<file path="config.mk">
export PLATFORM = sky130hd
export DESIGN_NAME = i2c_mem_write_slave
export DESIGN_NICKNAME = d
export VERILOG_FILES = /design/src/rtl/i2c_mem_write_slave.sv
export SDC_FILE = /design/constraint.sdc
export NUM_CORES = 1
export LEC_CHECK = 0
export ABC_CLOCK_PERIOD_IN_PS = 2700
export BUFFER_PORTS_ARGS = -buffer_cell sky130_fd_sc_hd__buf_2
export CORE_ASPECT_RATIO = 1.1
export CORE_MARGIN = 1.5
export CORE_UTILIZATION = 59
export DETAILED_ROUTE_END_ITERATION = 6
export PLACE_DENSITY_LB_ADDON = 0.12
export SYNTH_ARGS = -nofsm -noshare
export SYNTH_HDL_FRONTEND = slang
export SYNTH_SLANG_ARGS = --single-unit
export TNS_END_PERCENT = 20
</file>
<file path="constraint.sdc">
create_clock -name clk -period 2.7 [get_ports clk]
set_clock_uncertainty 0.1 [all_clocks]
set_input_delay 0.54 -clock clk [delete_from_list [all_inputs] [get_ports clk]]
set_output_delay 0.54 -clock clk [all_outputs]
set_load 0.05 [all_outputs]
</file>
<file path="src/rtl/i2c_mem_write_slave.sv">
module i2c_mem_write_slave #(
  parameter int ADDR_W = 15
) (
  input  logic              clk,
  input  logic              rst_n,
  input  logic              scl_in,
  input  logic              sda_in,
  input  logic [3:0]        dev_code,
  input  logic [2:0]        chip_sel,
  input  logic              wr_busy,
  input  logic              wp_in,
  output logic              sda_oe,
  output logic              addr_load,
  output logic [ADDR_W-1:0] addr_out,
  output logic              data_valid,
  output logic [7:0]        data_out,
  output logic              commit,
  output logic              commit_wp
);
  localparam int HI_W = ADDR_W - 8;

  typedef enum logic [2:0] {S_IDLE, S_CTRL, S_AHI, S_ALO, S_DATA} st_t;

  st_t             state;
  logic [1:0]      scl_sy, sda_sy;
  logic            scl_p, sda_p;
  logic [7:0]      shreg;
  logic [3:0]      bitcnt;
  logic [HI_W-1:0] addr_hi;
  logic            data_seen;

  wire scl_s     = scl_sy[1];
  wire sda_s     = sda_sy[1];
  wire start_det = scl_s & scl_p & sda_p & ~sda_s;
  wire stop_det  = scl_s & scl_p & ~sda_p & sda_s;
  wire scl_rise  = scl_s & ~scl_p;
  wire scl_fall  = ~scl_s & scl_p;
  wire ctrl_ok   = (shreg[7:4] == dev_code) && (shreg[3:1] == chip_sel)
                   && !shreg[0] && !wr_busy;

  always_ff @(posedge clk or negedge rst_n) begin
    if (!rst_n) begin
      scl_sy <= 2'b11;
      sda_sy <= 2'b11;
      scl_p  <= 1'b1;
      sda_p  <= 1'b1;
    end else begin
      scl_sy <= {scl_sy[0], scl_in};
      sda_sy <= {sda_sy[0], sda_in};
      scl_p  <= scl_s;
      sda_p  <= sda_s;
    end
  end

  always_ff @(posedge clk or negedge rst_n) begin
    if (!rst_n) begin
      state      <= S_IDLE;
      shreg      <= '0;
      bitcnt     <= '0;
      addr_hi    <= '0;
      data_seen  <= 1'b0;
      sda_oe     <= 1'b0;
      addr_load  <= 1'b0;
      addr_out   <= '0;
      data_valid <= 1'b0;
      data_out   <= '0;
      commit     <= 1'b0;
      commit_wp  <= 1'b0;
    end else begin
      addr_load  <= 1'b0;
      data_valid <= 1'b0;
      commit     <= 1'b0;
      if (start_det) begin
        state     <= S_CTRL;
        bitcnt    <= '0;
        sda_oe    <= 1'b0;
        data_seen <= 1'b0;
      end else if (stop_det) begin
        state     <= S_IDLE;
        bitcnt    <= '0;
        sda_oe    <= 1'b0;
        data_seen <= 1'b0;
        if (data_seen) begin
          commit    <= 1'b1;
          commit_wp <= wp_in;
        end
      end else if (state != S_IDLE) begin
        if (scl_rise && bitcnt < 4'd8) begin
          shreg  <= {shreg[6:0], sda_s};
          bitcnt <= bitcnt + 4'd1;
        end else if (scl_fall && bitcnt == 4'd8) begin
          bitcnt <= 4'd9;
          case (state)
            S_CTRL: begin
              if (ctrl_ok) begin
                sda_oe <= 1'b1;
                state  <= S_AHI;
              end else begin
                state  <= S_IDLE;
              end
            end
            S_AHI: begin
              sda_oe  <= 1'b1;
              addr_hi <= shreg[HI_W-1:0];
              state   <= S_ALO;
            end
            S_ALO: begin
              sda_oe    <= 1'b1;
              addr_out  <= {addr_hi, shreg};
              addr_load <= 1'b1;
              state     <= S_DATA;
            end
            default: begin
              sda_oe     <= 1'b1;
              data_out   <= shreg;
              data_valid <= 1'b1;
              data_seen  <= 1'b1;
            end
          endcase
        end else if (scl_fall && bitcnt == 4'd9) begin
          sda_oe <= 1'b0;
          bitcnt <= '0;
        end
      end
    end
  end

  // acknowledge only ever starts while SCL is low
  a_r3_ack_scl_low: assert property (@(posedge clk) disable iff (!rst_n)
    $rose(sda_oe) |-> !scl_s);

  // a control byte taken while busy is never acknowledged
  a_r7_busy_nack: assert property (@(posedge clk) disable iff (!rst_n)
    ($rose(sda_oe) && state == S_AHI) |-> !$past(wr_busy));

  // commit only follows a detected STOP
  a_r6_commit_on_stop: assert property (@(posedge clk) disable iff (!rst_n)
    commit |-> $past(stop_det));

  // event pulses never coincide
  a_r5_pulses_exclusive: assert property (@(posedge clk) disable iff (!rst_n)
    $onehot0({addr_load, data_valid, commit}));

  // any START returns to control-byte state with the line released
  a_r9_start_resets: assert property (@(posedge clk) disable iff (!rst_n)
    start_det |=> (state == S_CTRL && !sda_oe));

  // address pulse lands as the block enters the data phase
  a_r4_addr_then_data: assert property (@(posedge clk) disable iff (!rst_n)
    addr_load |-> state == S_DATA);
endmodule

</file>
==> results.yml, run 1 <==
routing:
  avgViaCountPerCell: 5.50
  drt_first_pass_iters: 4
  drtIter0Drc: 80
  num_vias: 1501
  ant_nets: 0
  drcViolationCount: 0
  avgRoutedWirePerCell_um: 16.3
  drt_wl_total_um: 4460
grt:
  grt_max_degree: 23
  antenna_found_initial: 0
  grt_pass1_wl_um: 7620
  grt.overflow.total: 0
  grt_pass1_vias: 1567
  grtUsageTotal_pct: 22.8
worst_setup_path:
  rrSetupSlack_ns: 0.68
  worstPathRequired_ns: 2.81
  cp.arrival_ns: 2.13
  worst-setup-path-type: "flip-flop to flip-flop"
  crit_path_max_fanout: 10
  end_kind: "flip-flop"
  start_kind: "flip-flop"
clocking:
  clockBufferDepth: 2
  numCtsBuffers: 9
  cts_num_sinks: 57
  cts_tree: "built"
  clk_latency_ns: 0.33
  ctsHtreeMaxLevel: 3
  cts-root-buf: "clkbuf_8"
  cts_setup_buffers: 0
  hold_buffers: 0
  post_cts_resize_count: 0
  path_clk_slew_ns: 0.06
yosys:
  async_flop_share_pct: 100
  synth_warnings: 0
  synth-seq-cells: 57
  avgSynthCellArea_sq_um: 14.6
  syn_nets: 181
  ys_seq_area_share_pct: 59.4
  synth-edff-count: 0
  synth_ff_type: "dfrtp_1"
  netlist_area_sq_um: 2410
  ys_types: 39
  synthTopCellsByArea: "dfrtp_1 (53%), mux2_2 (16%), dfstp_2 (6.5%), mux2_4 (5.0%), xor2_1 (2.5%)"
  synth_top_area_share_pct: 52.8
  synthCells: 165
  yosys.area.top_type: "dfrtp_1"
placed_design:
  post_dp_cell_area_sq_um: 2680
  dp_hpwl_um: 3180
  routabilityCongestion: 0.753
  io_buffers: 40
floorplanning:
  die_h_um: 70.1
  die_w_um: 64
  rows: 24
  floorplan.core_area_sq_um: 3930
  io_pins: 41
  dieArea_sq_um: 4490
  initial_core_util_pct: 61.4
layout:
  final_cell_mix: "dfrtp_1 (51), buf_2 (40), mux2_2 (34)"
  synthToLayoutAreaGrowth_pct: 19.2
  design_area_sq_um: 2880
  drive_gt1_share_pct: 49.8
  final_common_cell: "dfrtp_1"
  diodes: 0
  final_nets: 232
sta:
  fin_setup_tns_ns: 0
  fmax_ghz: 0.495
  slew_violations: 0
  grt_setup_unrepaired: "no"
  fin_crit_ns: 2.02
  setup_viol: 0
  fin_crit_sh_pct: 74.8
  relSlewSlack_pct: 69.3
  worstMarginPinSlew_ns: 0.459
  hold_viol_final: 0
power_and_ir_drop:
  power_mw: 2.07
  cellPowerDensity_nw_per_um2: 720
  ir_drop_mv: 0.484
  p_leak_nw: 1.53
flow_run:
  max-cap-violations: 0
worst_hold_path:
  hold_class: "primary input to asynchronous set/reset pin"
run_status:
  outcome: "complete, no violations"
power breakdown:
part	switching, mW	leakage, nW	internal, mW	total (mW)
Clock	0.315	0.103	0.474	0.789
Sequential	0.128	0.759	0.930	1.06
Combinational	0.102	0.668	0.123	0.225
synth_stat cells (2+ instances only):
cell and count:
dfrtp_1 51, dfstp_2 6, ha_1 3, inv_1 7, mux2_2 34, mux2_4 8, nand2_1 6, nand3_1 6
nor2_1 4, nor3b_1 2, o22ai_1 2, o31ai_1 2, xnor2_1 2, xor2_1 7
area by class of cell:
type	count	area, sq um
clock buffer	13	159
clock inverter	3	40.0
fill	269	1060
inverter	7	26.3
multi-input combinational	98	931
sequential	57	1430
tap	52	65.1
timing repair buffer	43	223
state kept, by name (all words and copies together), names as in the netlist, 2 cells and up:
| name | cells |
|---|---|
| shreg | 8 |
| data_out | 8 |
| sda_sy | 2 |
| scl_sy | 2 |
| addr_hi | 7 |
| bitcnt | 4 |
| addr_out | 15 |
| state | 3 |
layer usage:
| layer | share of wire, % | up-vias | track usage, % |
|---|---|---|---|
| li1 | - | 690 | - |
| met1 | 44 | 769 | 29.3 |
| met2 | 51 | 35 | 35.8 |
| met3 | 3.7 | 7 | 5.96 |
| met4 | 1.5 | 0 | 11.1 |
| met5 | 0 | - | 0 |
per-stage QoR:
step / util [%] / hold slack [ns] / worst slack (ns) / cells
after floorplan: - / 0.144 / 0.866 / 165
after global placement: 68.1 / 0.247 / 0.784 / 257
after detailed placement: 68.1 / 0.253 / 0.720 / 257
after CTS: 73.2 / 0.00663 / 0.703 / 273
after global routing: 73.2 / 0.0104 / 0.547 / 273
final: 73.2 / 0.00602 / 0.680 / 273
final timing paths:
path | from | end | depth (start not counted)
hold / removal | rst_n | addr_out[9] | 1
max in group asynchronous | rst_n | scl_p | 2
hold reg to reg | scl_sy[0] | scl_sy[1] | 0
min in group clk | scl_in | scl_sy[0] | 1
setup / recovery | bitcnt[0] | data_out[2] | 6
setup reg to reg | bitcnt[0] | data_out[2] | 6
critical path: stages, from the launching register on:
cell	delay (ns)
dfrtp_1	0.44
inv_1	0.07
ha_1	0.23
inv_1	0.18
nor2_1	0.12
nand2_1	0.37
mux2_2	0.40
cell families after synthesis:
family | count (synthesis) | synth area share, %
flip-flops | 57 | 59.4
multiplexers | 42 | 20.8
AND/OR/NAND/NOR | 31 | 9.17
AO/OA/AOI/OAI | 13 | 3.73
buffers and inverters | 10 | 2.07
XOR/XNOR | 9 | 3.26
adder cells (fa/ha/maj) | 3 | 1.55
(Power assumes the default switching activity.)
==> run 2: changes to the inputs <==
- ABC_AREA: not set -> 1
- ABC_CLOCK_PERIOD_IN_PS: 2700 -> 1700
- CORE_UTILIZATION: 59 -> 50
- clock period: 2.7 -> 1.7 ns (I/O delays scaled with it)
==> run 2 against run 1 <==
Effect of this change: first-iteration DRC count fell by 8.8%; routed wire length rose by 7.8%; clock power is 110% higher; largest power group is now the clock network; via count rose by 24%; highest routed layer unchanged; flip-flop and latch count is the same; sequential share of layout area is 4.4 points lower; area after synthesis up 5.8%; non-clock buffer count increased by 8.
==> results.yml, run 2 <==
run_status:
  outcome: "complete, no violations"
layout:
  final_common_cell: "nand2_1"
  final_nets: 344
  largest_reg_flops: 15
  diodes: 0
  fin_cells: 391
  regMostFlops: "addr_out"
  utilization_pct: 63.5
  synthToLayoutAreaGrowth_pct: 23.5
  final_cell_mix: "nand2_1 (98), dfrtp_1 (51), buf_2 (40)"
  reg_top3: "addr_out (15), data_out (8), shreg (8)"
  drive_gt1_share_pct: 33.9
worst_setup_path:
  max_stage_delay_ns: 0.42
  start_kind: "flip-flop"
  worstPathRequired_ns: 1.85
  worst-setup-path-type: "flip-flop to flip-flop"
  cp_cell_sequence: "inv_1 -> ha_2 -> nand3_2 -> inv_4 -> nand2_4 -> o21ai_1 -> nand2_1 -> o21ai_0"
  cp_slowest_cell: "dfrtp_1"
  critPathTopFamily: "flip-flops"
  path_buf_inv: 2
  crit_path_max_fanout: 5
  cp.arrival_ns: 1.76
  end_kind: "flip-flop"
  rrSetupSlack_ns: 0.1
yosys:
  synth-seq-cells: 57
  synth_warnings: 0
  synth-edff-count: 0
  synth_top_area_share_pct: 50.0
  ys_seq_area_share_pct: 56.1
  avgSynthCellArea_sq_um: 9.43
  synthTopCellsByArea: "dfrtp_1 (50%), nand2_1 (14%), o21ai_2 (7.9%), dfstp_2 (6.2%), inv_1 (4.1%)"
  synthTopCellsByCount: "nand2_1 (98), dfrtp_1 (51), inv_1 (28)"
  yosys.area.top_type: "dfrtp_1"
  synth_ff_type: "dfrtp_1"
  ys_types: 28
  netlist_area_sq_um: 2550
  synthCells: 271
  async_flop_share_pct: 100
  syn_nets: 287
  yosysMostFrequentCell: "nand2_1"
sta:
  grt_setup_unrepaired: "yes"
  hold_viol_final: 0
  fin_crit_sh_pct: 94.3
  slew_violations: 0
  fmax_ghz: 0.624
  holdWs_ns: 0.136
  setup_viol: 0
  fin_crit_ns: 1.60
  worstMarginPinSlew_ns: 0.302
  relSlewSlack_pct: 79.9
worst_hold_path:
  hold_class: "primary input to flip-flop"
power_and_ir_drop:
  cellPowerDensity_nw_per_um2: 1330
  ir_drop_mv: 0.743
  p_leak_nw: 1.70
grt:
  grtUsageTotal_pct: 19.1
  grt_pass1_vias: 1734
  antenna_found_initial: 0
  grt.overflow.total: 0
  grt_pass1_wl_um: 8020
  grt_max_degree: 58
floorplanning:
  rows: 27
  dieArea_sq_um: 5550
  io_pins: 41
  die_h_um: 78.0
  initial_core_util_pct: 51.4
  die_w_um: 71.2
  floorplan.core_area_sq_um: 4970
clocking:
  ctsHtreeMaxLevel: 3
  cts-root-buf: "clkbuf_8"
  cts_setup_buffers: 0
  path_clk_slew_ns: 0.07
  clockBufferDepth: 2
  cts_tree: "built"
  cts_num_sinks: 57
  clk_latency_ns: 0.33
  numCtsBuffers: 9
placed_design:
  dp.cells: 372
  dp_hpwl_um: 3280
  routabilityCongestion: 0.785
  io_buffers: 40
routing:
  drcViolationCount: 0
  avgViaCountPerCell: 4.77
  drt_first_pass_iters: 4
  num_vias: 1864
  drt_wl_total_um: 4810
  drtIter0Drc: 73
  ant_nets: 0
  avgRoutedWirePerCell_um: 12.3
flow_run:
  max-cap-violations: 0
-- run 2: path summary, 6_finish.rpt --
kind,startpoint,to,cells after the start
min in group asynchronous,rst_n,data_out[2],3
max in group asynchronous,rst_n,sda_p,3
setup / recovery,bitcnt[0],state[0],8
hold / removal,wp_in,commit_wp,2
setup reg to reg,bitcnt[0],state[0],8
hold reg to reg,sda_sy[0],sda_sy[1],0
-- run 2: power breakdown --
| part | internal, mW | leakage [nW] | switching [mW] |
|---|---|---|---|
| Clock | 1.12 | 0.130 | 0.539 |
| Sequential | 1.53 | 0.768 | 0.120 |
| Combinational | 0.298 | 0.802 | 0.608 |
-- run 2: kinds of logic (layout without fill, tap and decap cells) --
| group | after synthesis | count (layout) | share of synthesized area (%) |
|---|---|---|---|
| and+or+nand+nor | 125 | 125 | 21.1 |
| DFF | 57 | 57 | 56.1 |
| AOI/OAI and AO/OA | 44 | 44 | 12.5 |
| buffers and inverters | 39 | 101 | 7.69 |
| adders and majority gates | 3 | 3 | 1.47 |
| xor gates and xnor gates | 2 | 2 | 0.686 |
| muxes | 1 | 1 | 0.441 |
-- run 2: cell type report --
type | count | area, sq um
Tap cell | 58 | 72.6
Timing Repair Buffer | 51 | 328
Inverter | 34 | 135
Clock buffer | 10 | 128
Sequential cell | 57 | 1430
Clock inverter | 6 | 130
Multi-Input combinational cell | 175 | 927
Fill cell | 413 | 1810
-- run 2: what timing repair did --
item | CTS | global route
resized for setup | 0 | 3
endpoints found under the hold margin | 53 | 0
endpoints found under the setup margin | 0 | 14
hold buffers | 3 | 0
-- run 2: stage by stage --
step / setup WS, ns / TNS, ns / area [sq um] / power [mW]
after floorplan: 0.259 / 0 / 2550 / 2.25
after global placement: 0.174 / 0 / 2860 / 2.54
after detailed placement: 0.138 / 0 / 2860 / 2.56
after CTS: 0.0987 / 0 / 3150 / 4.23
after global routing: -0.0216 / -0.0874 / 3150 / 4.42
final: 0.0969 / 0 / 3150 / 4.21
-- run 2: per-layer routing --
| layer | vias up | GRT usage [%] | part of all wire, % |
|---|---|---|---|
| li1 | 952 | - | - |
| met1 | 869 | 26.5 | 48 |
| met2 | 33 | 28.2 | 46 |
| met3 | 10 | 3.77 | 3.0 |
| met4 | 0 | 10.4 | 2.2 |
| met5 | - | 0 | 0 |
-- run 2: worst reg2reg max path: stages (launching register included) --
cell     delay (ns)
dfrtp_1        0.42
inv_1          0.11
ha_2           0.20
nand3_2        0.13
inv_4          0.11
nand2_4        0.06
o21ai_1        0.22
nand2_1        0.09
o21ai_0        0.09
